$ cat src/rtl/rbm_pkg.sv
package rbm_pkg;

    typedef enum logic [0:0] {
        SEQ_IDLE = 1'b0,
        SEQ_RUN  = 1'b1
    } seq_state_e;

    localparam int unsigned BYTES_PER_WORD = 4;

endpackage

$ cat src/rtl/rbm_range.sv
module rbm_range #(
    parameter int unsigned NREG       = 16,
    parameter int unsigned QUAD_FIRST = 4,
    parameter int unsigned QUAD_CNT   = 4,
    parameter int unsigned IDX_W      = $clog2(NREG)
) (
    input  logic             mode_sweep_i,
    input  logic [IDX_W-1:0] operand_i,
    output logic [IDX_W-1:0] base_idx_o,
    output logic [IDX_W-1:0] first_idx_o,
    output logic [IDX_W-1:0] last_idx_o
);
    localparam logic [IDX_W-1:0] SWEEP_LAST = IDX_W'(NREG - 1);
    localparam logic [IDX_W-1:0] WIN_FIRST  = IDX_W'(QUAD_FIRST);
    localparam logic [IDX_W-1:0] WIN_LAST   = IDX_W'(QUAD_FIRST + QUAD_CNT - 1);
    localparam logic [IDX_W-1:0] SWEEP_BASE = '0;

    always_comb begin
        if (mode_sweep_i) begin
            base_idx_o  = SWEEP_BASE;
            first_idx_o = operand_i;
            last_idx_o  = SWEEP_LAST;
        end else begin
            base_idx_o  = operand_i;
            first_idx_o = WIN_FIRST;
            last_idx_o  = WIN_LAST;
        end
    end

    always_comb begin
        assert (first_idx_o <= last_idx_o);
    end
endmodule

$ cat src/rtl/rbm_engine.sv
module rbm_engine #(
    parameter int unsigned DATA_W     = 32,
    parameter int unsigned ADDR_W     = 32,
    parameter int unsigned NREG       = 16,
    parameter int unsigned QUAD_FIRST = 4,
    parameter int unsigned QUAD_CNT   = 4,
    parameter int unsigned IDX_W      = $clog2(NREG),
    parameter int unsigned CNT_W      = $clog2(NREG + 1)
) (
    input  logic              clk,
    input  logic              rst_n,
    input  logic              start_i,
    input  logic              mode_sweep_i,
    input  logic              dir_load_i,
    input  logic [ADDR_W-1:0] base_addr_i,
    input  logic [IDX_W-1:0]  first_idx_i,
    input  logic [IDX_W-1:0]  last_idx_i,
    input  logic              mem_ready_i,
    input  logic [DATA_W-1:0] mem_rdata_i,
    input  logic [DATA_W-1:0] reg_val_i,
    output logic              busy_o,
    output logic              done_o,
    output logic [IDX_W-1:0]  cur_idx_o,
    output logic [CNT_W-1:0]  memop_count_o,
    output logic              mem_req_o,
    output logic              mem_we_o,
    output logic [ADDR_W-1:0] mem_addr_o,
    output logic [DATA_W-1:0] mem_wdata_o,
    output logic              rf_wr_en_o,
    output logic [IDX_W-1:0]  rf_wr_idx_o,
    output logic [DATA_W-1:0] rf_wr_data_o
);
    import rbm_pkg::*;

    localparam logic [ADDR_W-1:0] ADDR_STEP = ADDR_W'(BYTES_PER_WORD);

    typedef struct packed {
        seq_state_e        st;
        logic              sweep;
        logic              load;
        logic [ADDR_W-1:0] addr;
        logic [IDX_W-1:0]  idx;
        logic [IDX_W-1:0]  last;
        logic [CNT_W-1:0]  cnt;
        logic              done;
    } eng_s;

    eng_s seq_d, seq_q;
    logic accept;

    assign accept = (seq_q.st == SEQ_RUN) && mem_ready_i;

    always_comb begin
        seq_d      = seq_q;
        seq_d.done = 1'b0;
        unique case (seq_q.st)
            SEQ_IDLE: begin
                if (start_i) begin
                    seq_d.st    = SEQ_RUN;
                    seq_d.sweep = mode_sweep_i;
                    seq_d.load  = dir_load_i;
                    seq_d.addr  = base_addr_i;
                    seq_d.idx   = first_idx_i;
                    seq_d.last  = last_idx_i;
                    seq_d.cnt   = '0;
                end
            end
            SEQ_RUN: begin
                if (mem_ready_i) begin
                    seq_d.addr = seq_q.addr + ADDR_STEP;
                    seq_d.cnt  = seq_q.cnt + CNT_W'(1);
                    if (seq_q.idx == seq_q.last) begin
                        seq_d.st   = SEQ_IDLE;
                        seq_d.done = 1'b1;
                    end else begin
                        seq_d.idx = seq_q.idx + IDX_W'(1);
                    end
                end
            end
            default: seq_d.st = SEQ_IDLE;
        endcase
    end

    always_ff @(posedge clk or negedge rst_n) begin
        if (!rst_n) begin
            seq_q <= '{st: SEQ_IDLE, sweep: 1'b0, load: 1'b0, addr: '0,
                       idx: '0, last: '0, cnt: '0, done: 1'b0};
        end else begin
            seq_q <= seq_d;
        end
    end

    assign busy_o        = (seq_q.st == SEQ_RUN);
    assign done_o        = seq_q.done;
    assign cur_idx_o     = seq_q.idx;
    assign memop_count_o = seq_q.cnt;
    assign mem_req_o     = busy_o;
    assign mem_we_o      = busy_o && !seq_q.load;
    assign mem_addr_o    = seq_q.addr;
    assign mem_wdata_o   = reg_val_i;
    assign rf_wr_en_o    = accept && seq_q.load;
    assign rf_wr_idx_o   = seq_q.idx;
    assign rf_wr_data_o  = mem_rdata_i;

    AST_DONE_SINGLE: assert property (@(posedge clk) disable iff (!rst_n)
        done_o |=> !done_o);
    AST_DONE_IDLE: assert property (@(posedge clk) disable iff (!rst_n)
        done_o |-> !busy_o);
    AST_STALL_HOLD: assert property (@(posedge clk) disable iff (!rst_n)
        (busy_o && !mem_ready_i) |=> ($stable(mem_addr_o) && $stable(cur_idx_o)));
    AST_STALL_NO_WRITE: assert property (@(posedge clk) disable iff (!rst_n)
        (busy_o && !mem_ready_i) |-> !rf_wr_en_o);
    AST_ADDR_STEP: assert property (@(posedge clk) disable iff (!rst_n)
        (accept && !seq_d.done) |=> (mem_addr_o == $past(mem_addr_o) + ADDR_STEP));
    AST_IDX_ASCEND: assert property (@(posedge clk) disable iff (!rst_n)
        (accept && busy_o && !seq_d.done) |=> (cur_idx_o == $past(cur_idx_o) + IDX_W'(1)));
    AST_WIN_RANGE: assert property (@(posedge clk) disable iff (!rst_n)
        (busy_o && !seq_q.sweep) |-> (int'(cur_idx_o) >= int'(QUAD_FIRST) &&
                                      int'(cur_idx_o) < int'(QUAD_FIRST + QUAD_CNT)));
    AST_COUNT_BOUND: assert property (@(posedge clk) disable iff (!rst_n)
        int'(memop_count_o) <= int'(NREG));
    AST_MODE_HELD: assert property (@(posedge clk) disable iff (!rst_n)
        (busy_o && $past(busy_o)) |-> ($stable(seq_q.load) && $stable(seq_q.sweep)));
    AST_NO_WRITE_IDLE: assert property (@(posedge clk) disable iff (!rst_n)
        !busy_o |-> !rf_wr_en_o);
endmodule

$ cat src/rtl/regblk_mover.sv
module regblk_mover #(
    parameter int unsigned DATA_W     = 32,
    parameter int unsigned ADDR_W     = 32,
    parameter int unsigned NREG       = 16,
    parameter int unsigned QUAD_FIRST = 4,
    parameter int unsigned QUAD_CNT   = 4,
    parameter int unsigned IDX_W      = $clog2(NREG),
    parameter int unsigned CNT_W      = $clog2(NREG + 1)
) (
    input  logic              clk,
    input  logic              rst_n,
    input  logic              start_i,
    input  logic              mode_sweep_i,
    input  logic              dir_load_i,
    input  logic [IDX_W-1:0]  operand_i,
    output logic              busy_o,
    output logic              done_o,
    output logic [CNT_W-1:0]  memop_count_o,
    output logic [IDX_W-1:0]  rf_rd_idx_o,
    input  logic [DATA_W-1:0] rf_rd_data_i,
    output logic              rf_wr_en_o,
    output logic [IDX_W-1:0]  rf_wr_idx_o,
    output logic [DATA_W-1:0] rf_wr_data_o,
    output logic              mem_req_o,
    output logic              mem_we_o,
    output logic [ADDR_W-1:0] mem_addr_o,
    output logic [DATA_W-1:0] mem_wdata_o,
    input  logic [DATA_W-1:0] mem_rdata_i,
    input  logic              mem_ready_i
);
    logic [IDX_W-1:0]  base_idx, first_idx, last_idx, cur_idx;
    logic [ADDR_W-1:0] base_addr;

    rbm_range #(
        .NREG(NREG), .QUAD_FIRST(QUAD_FIRST), .QUAD_CNT(QUAD_CNT), .IDX_W(IDX_W)
    ) u_range (
        .mode_sweep_i(mode_sweep_i),
        .operand_i   (operand_i),
        .base_idx_o  (base_idx),
        .first_idx_o (first_idx),
        .last_idx_o  (last_idx)
    );

    generate
        if (ADDR_W <= DATA_W) begin : g_addr_trunc
            assign base_addr = rf_rd_data_i[ADDR_W-1:0];
        end else begin : g_addr_ext
            assign base_addr = {{(ADDR_W-DATA_W){1'b0}}, rf_rd_data_i};
        end
    endgenerate

    rbm_engine #(
        .DATA_W(DATA_W), .ADDR_W(ADDR_W), .NREG(NREG), .QUAD_FIRST(QUAD_FIRST),
        .QUAD_CNT(QUAD_CNT), .IDX_W(IDX_W), .CNT_W(CNT_W)
    ) u_engine (
        .clk          (clk),
        .rst_n        (rst_n),
        .start_i      (start_i),
        .mode_sweep_i (mode_sweep_i),
        .dir_load_i   (dir_load_i),
        .base_addr_i  (base_addr),
        .first_idx_i  (first_idx),
        .last_idx_i   (last_idx),
        .mem_ready_i  (mem_ready_i),
        .mem_rdata_i  (mem_rdata_i),
        .reg_val_i    (rf_rd_data_i),
        .busy_o       (busy_o),
        .done_o       (done_o),
        .cur_idx_o    (cur_idx),
        .memop_count_o(memop_count_o),
        .mem_req_o    (mem_req_o),
        .mem_we_o     (mem_we_o),
        .mem_addr_o   (mem_addr_o),
        .mem_wdata_o  (mem_wdata_o),
        .rf_wr_en_o   (rf_wr_en_o),
        .rf_wr_idx_o  (rf_wr_idx_o),
        .rf_wr_data_o (rf_wr_data_o)
    );

    assign rf_rd_idx_o = busy_o ? cur_idx : base_idx;

    AST_RD_BASE_IDLE: assert property (@(posedge clk) disable iff (!rst_n)
        (!busy_o && mode_sweep_i) |-> (rf_rd_idx_o == '0));
endmodule

$ cat config.mk
export PLATFORM = sky130hd
export DESIGN_NAME = regblk_mover
export DESIGN_NICKNAME = d
export VERILOG_FILES = /design/src/rtl/rbm_pkg.sv /design/src/rtl/rbm_range.sv /design/src/rtl/rbm_engine.sv /design/src/rtl/regblk_mover.sv
export SDC_FILE = /design/constraint.sdc
export NUM_CORES = 1
export LEC_CHECK = 0
export ABC_AREA = 1
export BUFFER_PORTS_ARGS = -buffer_cell sky130_fd_sc_hd__buf_4
export CAP_MARGIN = 20
export CORE_UTILIZATION = 40
export DETAILED_ROUTE_END_ITERATION = 8
export GPL_TIMING_DRIVEN = 0
export PLACE_DENSITY_LB_ADDON = 0.05
export REMOVE_ABC_BUFFERS = 1
export SYNTH_ARGS = -nofsm -noshare
export SYNTH_HDL_FRONTEND = slang
export SYNTH_SLANG_ARGS = --single-unit
$ cat constraint.sdc
create_clock -name clk -period 3.4 [get_ports clk]
set_input_delay 0.17 -clock clk [delete_from_list [all_inputs] [get_ports clk]]
set_output_delay 0.17 -clock clk [all_outputs]
set_load 0.005 [all_outputs]
==> flow_summary_export.csv, run 1 <==
group,metric,value,unit
min_path,hp-class,"in2reg",
timing,skew,0.0124,ns
timing,hold_viol,0,
final_layout,fin_nets,682,
placed_design,pre_cts_slack,0.432,ns
die,dieHeight,101,µm
flow_run,maxCapViolCount,0,
placed_design,globalplace.congestion,0.869,
die,ios,188,
critical_path,worst-path-buf-inv,2,
critical_path,crit_family,"simple AND/OR/NAND/NOR gates",
logic_synthesis,synth_area_per_cell,6.64,µm²
power_and_ir_drop,p_per_area,656,nW/µm²
grt,grt_pass1_wl,17100,µm
timing,fmax,348,MHz
final_layout,drive_above_1_share,0.252,
critical_path,worstSetupEndpointType,"register",
clocking,clkSlewWorstSetupHoldPaths,0.10,ns
timing,setup_violations,0,
drt,wirelength,11000,µm
final_layout,antenna_cells,0,
critical_path,cpPeakStageDelay,0.93,ns
clocking,clock_sinks,46,
logic_synthesis,yosys_register_bits,46,
clocking,clock_latency,0.31,ns
drt,wl_per_cell,15.0,µm
critical_path,required,3.59,ns
timing,fin_crit,2.87,ns
die,rows,35,
critical_path,arrival,3.06,ns
grt,first_global_vias,3251,
drt,vias_per_cell,4.74,
clocking,ctsLongestPathBuffers,2,
drt,dr.pass1.iters,4,
drt,num_vias,3482,
run_status,status,"finished, final reports clean",
critical_path,crit_type,"reg2reg",
logic_synthesis,synth-seq-area-share,0.293,
die,start_util,0.419,
die,core,9370,µm²
clocking,postCtsSetupBuffers,0,
logic_synthesis,synth_cell_type_count,25,
critical_path,worstPathMaxFanout,40,
power_and_ir_drop,peakVddDrop,282,µV
clocking,cts-root-buf,"clkbuf_8",
timing,grt_setup_unrepaired,"no",
die,dieArea,10200,µm²
timing,final.period_utilization,0.845,
critical_path,critPathSlowestCell,"dfrtp_1",
placed_design,hpwl,8410,µm
timing,setup-tns-final,0,ns
timing,slew_headroom,0.406,
timing,setup_slack,0.529,ns
logic_synthesis,synthCells,592,
logic_synthesis,ys.warnings.count,0,
die,die_w,101,µm
power_and_ir_drop,cellLeakagePower,2.12,nW
grt,antenna_found_initial,0,
drt,drc_errors,0,
final_layout,syn_to_final_growth,8.63,%
grt,grt_max_degree,47,
clocking,cts_buffers,5,
logic_synthesis,mappedNetlistArea,3930,µm²
drt,ant_nets,0,
placed_design,io_buffer_count,123,
clocking,h-tree-depth,2,
grt,grt_usage,0.221,
final_layout,seqCellArea,1150,µm²
timing,drv_slew,0,
grt,overflow,0,
timing,worstMarginPinSlew,0.890,ns
critical_path,reg2reg_slack,0.53,ns
critical_path,critical_path.cell_chain,"inv_2 -> nand2_2 -> nand2_2 -> inv_2 -> nor2_1 -> o21ai_0 -> nand2_1",
final_layout,multi_input_area,1630,µm²
clocking,cts_tree,"yes",
critical_path,crit_path_start_kind,"register",
drt,drtIter0Drc,116,
final_layout,nFillCells,1024,
[cell type report]
class,instances,share of cell area
multi-input cells,352,0.381
inverters,76,0.0668
well taps,129,0.0378
repair buffers,124,0.219
flip-flops and latches,46,0.270
clock buffers,5,0.0161
clock inverters,3,0.0105
[what timing repair did]
action                    CTS  global route
hold endpoints to repair   46             0
hold buffers                1             0
gates resized for setup     0             0
[tightest hold or removal path, stage by stage]
cell     delay (ns)
buf_4          0.08
nand2_1        0.04
nand2_1        0.04
[where the power goes]
| part | internal, mW | switching (mW) |
|---|---|---|
| clock network | 0.219 | 0.206 |
| registers | 0.778 | 0.342 |
| logic | 0.644 | 0.614 |
| total | 1.64 | 1.16 |
[synth_stat cells, drive strengths merged]
library cell | number | share of area
nand2 | 165 | 0.16
buf | 117 | 0.22
inv | 76 | 0.073
nor2 | 58 | 0.066
dfrtp | 46 | 0.29
o21ai | 46 | 0.059
nand3 | 44 | 0.056
a21oi | 10 | 0.013
nand4 | 10 | 0.016
o21bai | 5 | 0.0095
o22ai | 5 | 0.0080
ha | 3 | 0.0095
a22oi | 2 | 0.0038
xnor2 | 2 | 0.0045
a22o | 1 | 0.0022
clkbuf | 1 | 0.00095
o31ai | 1 | 0.0019
[registers in the layout, summed over array words and instances (netlist names)]
signal and count:
u_engine.seq_q 3, u_engine.busy_o 1, u_engine.done_o 1, u_engine.cur_idx_o 4, u_engine.memop_count_o 5, u_engine.mem_addr_o 32
[per-layer routing]
metal,wire length (µm),track usage,vias up
li1,-,-,1770
met1,5050,0.306,1550
met2,4750,0.325,148
met3,1040,0.0801,12
met4,112,0.0468,2
met5,55,0.0481,-
[cells in the final DEF, fill, tap and decap left out, types with 2 or more instances in the layout]
cell	instances
nand2_2	8
ha_1	3
o21ai_1	6
buf_4	123
nand2_1	156
xnor2_1	2
nor2_1	49
nand3_1	44
o22ai_1	5
clkbuf_8	5
o21bai_1	5
nand4_1	10
o21ai_0	40
nor2_4	4
nor2_2	5
inv_2	4
a22oi_1	2
inv_1	72
a21oi_1	10
clkinvlp_4	2
dfrtp_1	46
[cells by family (layout without fill, tap and decap cells)]
family | Yosys count | count (layout) | synth area share
and+or+nand+nor | 277 | 277 | 0.303
adders and majority gates | 3 | 3 | 0.00955
buffers and inverters | 194 | 208 | 0.294
AOI/OAI and AO/OA | 70 | 70 | 0.0968
xor gates and xnor gates | 2 | 2 | 0.00446
DFF | 46 | 46 | 0.293
[per-stage QoR]
step	hold slack, ns	area [µm²]	std cells	util	power [mW]
6_report	0.0545	4270	735	0.456	2.80
5_1_grt	0.0607	4270	735	0.456	3.05
4_1_cts	0.0493	4270	735	0.456	2.84
3_5_place_dp	0.232	4150	726	0.442	2.40
3_3_place_gp	0.238	4150	726	0.442	2.37
2_1_floorplan	-0.126	3060	474	-	1.70
[path summary, 6_finish.rpt]
check | from | end | depth (start not counted)
min in group asynchronous | rst_n | u_engine.mem_addr_o[24] | 2
max in group asynchronous | rst_n | u_engine.mem_addr_o[11] | 2
min | rf_rd_data_i[1] | u_engine.mem_addr_o[1] | 3
min reg2reg | u_engine.memop_count_o[4] | u_engine.memop_count_o[4] | 1
max | u_engine.busy_o | u_engine.mem_addr_o[6] | 7
max reg2reg | u_engine.busy_o | u_engine.mem_addr_o[6] | 7
Note: power is estimated with default switching activity, not from simulation.
==> run 2: changes to the inputs <==
==> constraint.sdc (replaced) <==
create_clock -name clk -period 2.7 [get_ports clk]
set_input_delay 0.135 -clock clk [delete_from_list [all_inputs] [get_ports clk]]
set_output_delay 0.135 -clock clk [all_outputs]
set_load 0.005 [all_outputs]
==> flow_summary_export.csv, run 2 (synthesis results as in run 1) <==
group,metric,value,unit
final_layout,final_cell_mix,"nand2_1, buf_4, inv_1",
grt,overflow,0,
final_layout,nFillCells,1021,
power_and_ir_drop,cellLeakagePower,2.12,nW
clocking,h-tree-depth,2,
critical_path,r2r-start,"u_engine.busy_o",
drt,dr.pass1.iters,4,
timing,grt_setup_unrepaired,"no",
final_layout,fin_nets,682,
clocking,clock_sinks,46,
min_path,hold_depth,3,
drt,wl_met2,4750,µm
final_layout,fin_area,4280,µm²
critical_path,crit_path_start_kind,"register",
power_and_ir_drop,p_clk_frac,0.151,
power_and_ir_drop,p_per_area,828,nW/µm²
critical_path,reg2reg_slack,0.39,ns
drt,wirelength,11000,µm
timing,final.period_utilization,0.855,
final_layout,syn_to_final_growth,8.78,%
timing,hold_slack,0.0201,ns
placed_design,dpl-instance-area,4150,µm²
timing,worstMarginPinSlew,0.852,ns
clocking,clock_latency,0.31,ns
drt,wl_per_cell,15.0,µm
final_layout,fin_cells,735,
drt,drc_errors,0,
grt,grt_pass1_wl,17100,µm
final_layout,drive_above_1_share,0.254,
drt,num_vias,3501,
power_and_ir_drop,power_frac_comb,0.449,
power_and_ir_drop,switchingPower,1.47,mW
power_and_ir_drop,sw_frac_of_total,0.416,
clocking,cts_tree,"yes",
flow_run,maxCapViolCount,0,
power_and_ir_drop,p_total,3.54,mW
placed_design,io_buffer_count,123,
clocking,ctsLongestPathBuffers,2,
drt,met1_length,5170,µm
die,core,9370,µm²
die,die_w,101,µm
power_and_ir_drop,peakVddDrop,356,µV
timing,drv_slew,0,
drt,dr_wl_met3,949,µm
final_layout,antenna_cells,0,
final_layout,seqCellArea,1150,µm²
critical_path,worstSetupEndpointType,"register",
critical_path,crit_type,"reg2reg",
timing,setup_violations,0,
placed_design,globalplace.congestion,0.869,
critical_path,required,2.89,ns
power_and_ir_drop,p_int,2.07,mW
drt,vias_per_cell,4.76,
timing,slew_headroom,0.430,
die,dieArea,10200,µm²
final_layout,multi_input_area,1630,µm²
timing,fin_crit,2.31,ns
drt,top_layer_used,"met5",
critical_path,arrival,2.50,ns
final_layout,final_common_cell,"nand2_1",
timing,hold_viol,0,
critical_path,worstPathMaxFanout,40,
power_and_ir_drop,p_seq_frac,0.399,
clocking,cts-root-buf,"clkbuf_8",
timing,fmax,433,MHz
grt,grt_max_degree,47,
critical_path,rr_worst_depth,7,
final_layout,largest_reg_flops,32,
die,dieHeight,101,µm
timing,skew,0.0124,ns
die,rows,35,
drt,ant_nets,0,
clocking,cts_buffers,5,
placed_design,placed_cells,726,
placed_design,hpwl,8410,µm
grt,first_global_vias,3251,
die,start_util,0.419,
grt,grt_usage,0.221,
clocking,clkSlewWorstSetupHoldPaths,0.10,ns
min_path,min_to,"u_engine.mem_addr_o[1]",
min_path,min-delay-start,"rf_rd_data_i[1]",
die,ios,188,
grt,antenna_found_initial,0,
run_status,status,"finished, final reports clean",
drt,drtIter0Drc,133,
critical_path,r2r_end,"u_engine.mem_addr_o[6]",
min_path,hp-class,"in2reg",
## run 2: what timing repair did
action / CTS / global route
buffers inserted: 0 / 0
setup endpoints to repair: 10 / 4
pin swaps: 0 / 0
hold buffers: 1 / 0
resized for setup: 1 / 1
endpoints found under the hold margin: 46 / 0
## run 2: power groups by stage
stage	sequential (mW)	clock, mW	combinational (mW)
final	1.41	0.536	1.59
after global routing	1.47	0.578	1.80
after CTS	1.41	0.554	1.61
after detailed placement	1.42	0	1.60
after global placement	1.42	0	1.57
after floorplan	1.33	0	0.810
## run 2: how the worst max path moves through the flow
stage,startpoint,to,cells past startpoint
after floorplan,u_engine.busy_o,u_engine.mem_addr_o[6],7
after global placement,u_engine.busy_o,u_engine.mem_addr_o[6],7
after detailed placement,u_engine.busy_o,u_engine.mem_addr_o[6],7
after CTS,u_engine.busy_o,u_engine.mem_addr_o[6],7
after global routing,u_engine.busy_o,u_engine.mem_addr_o[6],7
final,u_engine.busy_o,u_engine.mem_addr_o[6],7
## run 2: per-layer routing
metal  GRT usage  vias to the layer above
met2       0.325                      143
met3      0.0801                       12
li1            -                     1770
met5      0.0481                        -
met1       0.306                     1574
met4      0.0468                        2
## run 2: per-stage QoR
stage / TNS (ns) / setup WS, ns / utilization
2_1_floorplan: 0 / 0.745 / -
3_3_place_gp: -0.993 / -0.263 / 0.442
3_5_place_dp: -1.11 / -0.268 / 0.442
4_1_cts: 0 / 0.0491 / 0.456
5_1_grt: 0 / 0.0918 / 0.456
6_report: 0 / 0.392 / 0.456
## run 2: layout make-up
cell class,instances,share of cell area
inverters,76,0.0667
flip-flops and latches,46,0.269
clock buffers,5,0.0161
multi-input cells,352,0.381
well taps,129,0.0377
repair buffers,124,0.218
clock inverters,3,0.0105
## run 2: worst max-delay path: stages (launching register included)
cell     delay, ns
dfrtp_2       0.69
inv_2         0.21
nand2_2       0.33
nand2_4       0.33
inv_2         0.31
nor2_1        0.09
o21ai_0       0.16
nand2_1       0.06
==> run 3: changes to the inputs <==
--- a/config.mk
+++ b/config.mk
@@ -6,10 +6,10 @@
 export NUM_CORES = 1
 export LEC_CHECK = 0
 export ABC_AREA = 1
-export BUFFER_PORTS_ARGS = -buffer_cell sky130_fd_sc_hd__buf_4
 export CAP_MARGIN = 20
-export CORE_UTILIZATION = 40
+export CORE_UTILIZATION = 25
 export DETAILED_ROUTE_END_ITERATION = 8
+export DONT_BUFFER_PORTS = 1
 export GPL_TIMING_DRIVEN = 0
 export PLACE_DENSITY_LB_ADDON = 0.05
 export REMOVE_ABC_BUFFERS = 1
==> flow_summary_export.csv, run 3 (synthesis results as in run 1) <==
group,metric,value,unit
timing,fmax,420,MHz
timing,drv_slew,0,
die,start_util,0.258,
grt,antenna_found_initial,0,
final_layout,fin_cells,706,
timing,setup_violations,0,
placed_design,hpwl,8980,µm
grt,grt_pass1_wl,18600,µm
flow_run,maxCapViolCount,0,
final_layout,nFillCells,1742,
timing,hold_viol,0,
final_layout,seqCellArea,1150,µm²
grt,grt_max_degree,47,
clocking,cts_buffers,5,
die,die_w,127,µm
power_and_ir_drop,p_total,3.19,mW
grt,grt_usage,0.157,
drt,wl_per_cell,17.3,µm
clocking,clock_latency,0.30,ns
die,rows,45,
critical_path,critPathSlowestCell,"dfrtp_4",
drt,vias_per_cell,4.42,
critical_path,required,2.94,ns
critical_path,critical_path.cell_chain,"inv_2 -> nand2_2 -> nand2_4 -> inv_2 -> nor2_1 -> nand2_1 -> nand2_1 -> inv_1 -> o21ai_1",
die,dieArea,16200,µm²
critical_path,crit_type,"reg2reg",
min_path,hold_depth,2,
grt,overflow,0,
drt,ant_nets,0,
final_layout,multi_input_area,1630,µm²
die,ios,188,
critical_path,crit_family,"simple AND/OR/NAND/NOR gates",
final_layout,largest_reg_flops,32,
clocking,cts-root-buf,"clkbuf_16",
critical_path,rr_worst_depth,9,
timing,final.period_utilization,0.882,
clocking,ctsLongestPathBuffers,2,
clocking,clkSlewWorstSetupHoldPaths,0.07,ns
power_and_ir_drop,cellLeakagePower,1.59,nW
critical_path,r2r-start,"u_engine.busy_o",
critical_path,crit_start,"u_engine.busy_o",
drt,drtIter0Drc,135,
power_and_ir_drop,p_per_area,880,nW/µm²
power_and_ir_drop,peakVddDrop,282,µV
final_layout,drive_above_1_share,0.0646,
run_status,status,"finished, final reports clean",
critical_path,worstPathMaxFanout,40,
clocking,h-tree-depth,2,
critical_path,cpPeakStageDelay,0.63,ns
placed_design,placed_cells,685,
drt,dr.pass1.iters,4,
min_path,min-delay-start,"rf_rd_data_i[2]",
timing,skew,0.00595,ns
final_layout,syn_to_final_growth,-7.70,%
timing,fin_crit,2.38,ns
critical_path,arrival,2.62,ns
die,dieHeight,127,µm
timing,grt_setup_unrepaired,"no",
drt,drc_errors,0,
final_layout,final_cell_mix,"nand2_1, inv_1, nor2_1",
grt,first_global_vias,3128,
timing,slew_headroom,0.363,
clocking,postCtsSetupBuffers,0,
critical_path,cp.depth,9,
drt,num_vias,3124,
clocking,cts_tree,"yes",
final_layout,fin_nets,571,
drt,wirelength,12200,µm
timing,worstMarginPinSlew,0.954,ns
placed_design,globalplace.congestion,0.785,
final_layout,antenna_cells,0,
die,core,15300,µm²
critical_path,crit_path_start_kind,"register",
critical_path,worst-path-buf-inv,3,
placed_design,io_buffer_count,0,
critical_path,worstSetupEndpointType,"register",
min_path,hp-class,"in2reg",
final_layout,final_common_cell,"nand2_1",
clocking,clock_sinks,46,
[run 3: per-stage QoR]
step	cell area (µm²)	TNS, ns	worst slack, ns	hold WS [ns]	util
after floorplan	3060	0	0.745	-0.161	-
after global placement	3330	-10.38	-0.662	-0.157	0.218
after detailed placement	3330	-10.49	-0.661	-0.157	0.218
after CTS	3630	0	0.0585	0.00497	0.238
after global routing	3630	0	0.0271	0.0288	0.238
final	3630	0	0.318	0.0141	0.238
[run 3: timing repair]
action / in CTS / in global routing
setup endpoints to repair: 37 / 2
hold buffers: 13 / 0
gates resized for setup: 2 / 1
endpoints found under the hold margin: 57 / 0
[run 3: cell type report]
type / count / area share
multi-input combinational: 352 / 0.449
sequential: 46 / 0.318
inverter: 76 / 0.0786
tap: 211 / 0.0728
timing repair buffer: 13 / 0.0407
clock buffer: 5 / 0.0345
clock inverter: 3 / 0.00586
[run 3: path summary, 6_finish.rpt]
check	to	slack, ns
setup / recovery	u_engine.mem_addr_o[8]	0.32
hold / removal	u_engine.mem_addr_o[2]	0.01
setup reg to reg	u_engine.mem_addr_o[8]	0.32
hold reg to reg	u_engine.seq_q[8]	0.50
max in group asynchronous	u_engine.busy_o	2.08
min in group asynchronous	u_engine.mem_addr_o[13]	0.35
[run 3: power by group]
group	switching [mW]	internal, mW	total (mW)
clock network	0.321	0.345	0.666
logic	0.627	0.394	1.02
registers	0.525	0.982	1.51
[run 3: worst reg2reg max path: cells and delay by family, from the launching register on]
kind,cells,cell delay (ns)
AOI/OAI and AO/OA,1,0.11
and+or+nand+nor,5,1.05
buffers and inverters,3,0.52
DFF,1,0.63
[run 3: metal layers]
metal,wire [µm],vias up,global-route usage
met1,5660,1433,0.196
met3,1100,8,0.0628
met5,0,-,0.0217
li1,-,1557,-
met4,142,0,0.0490
met2,5290,126,0.243
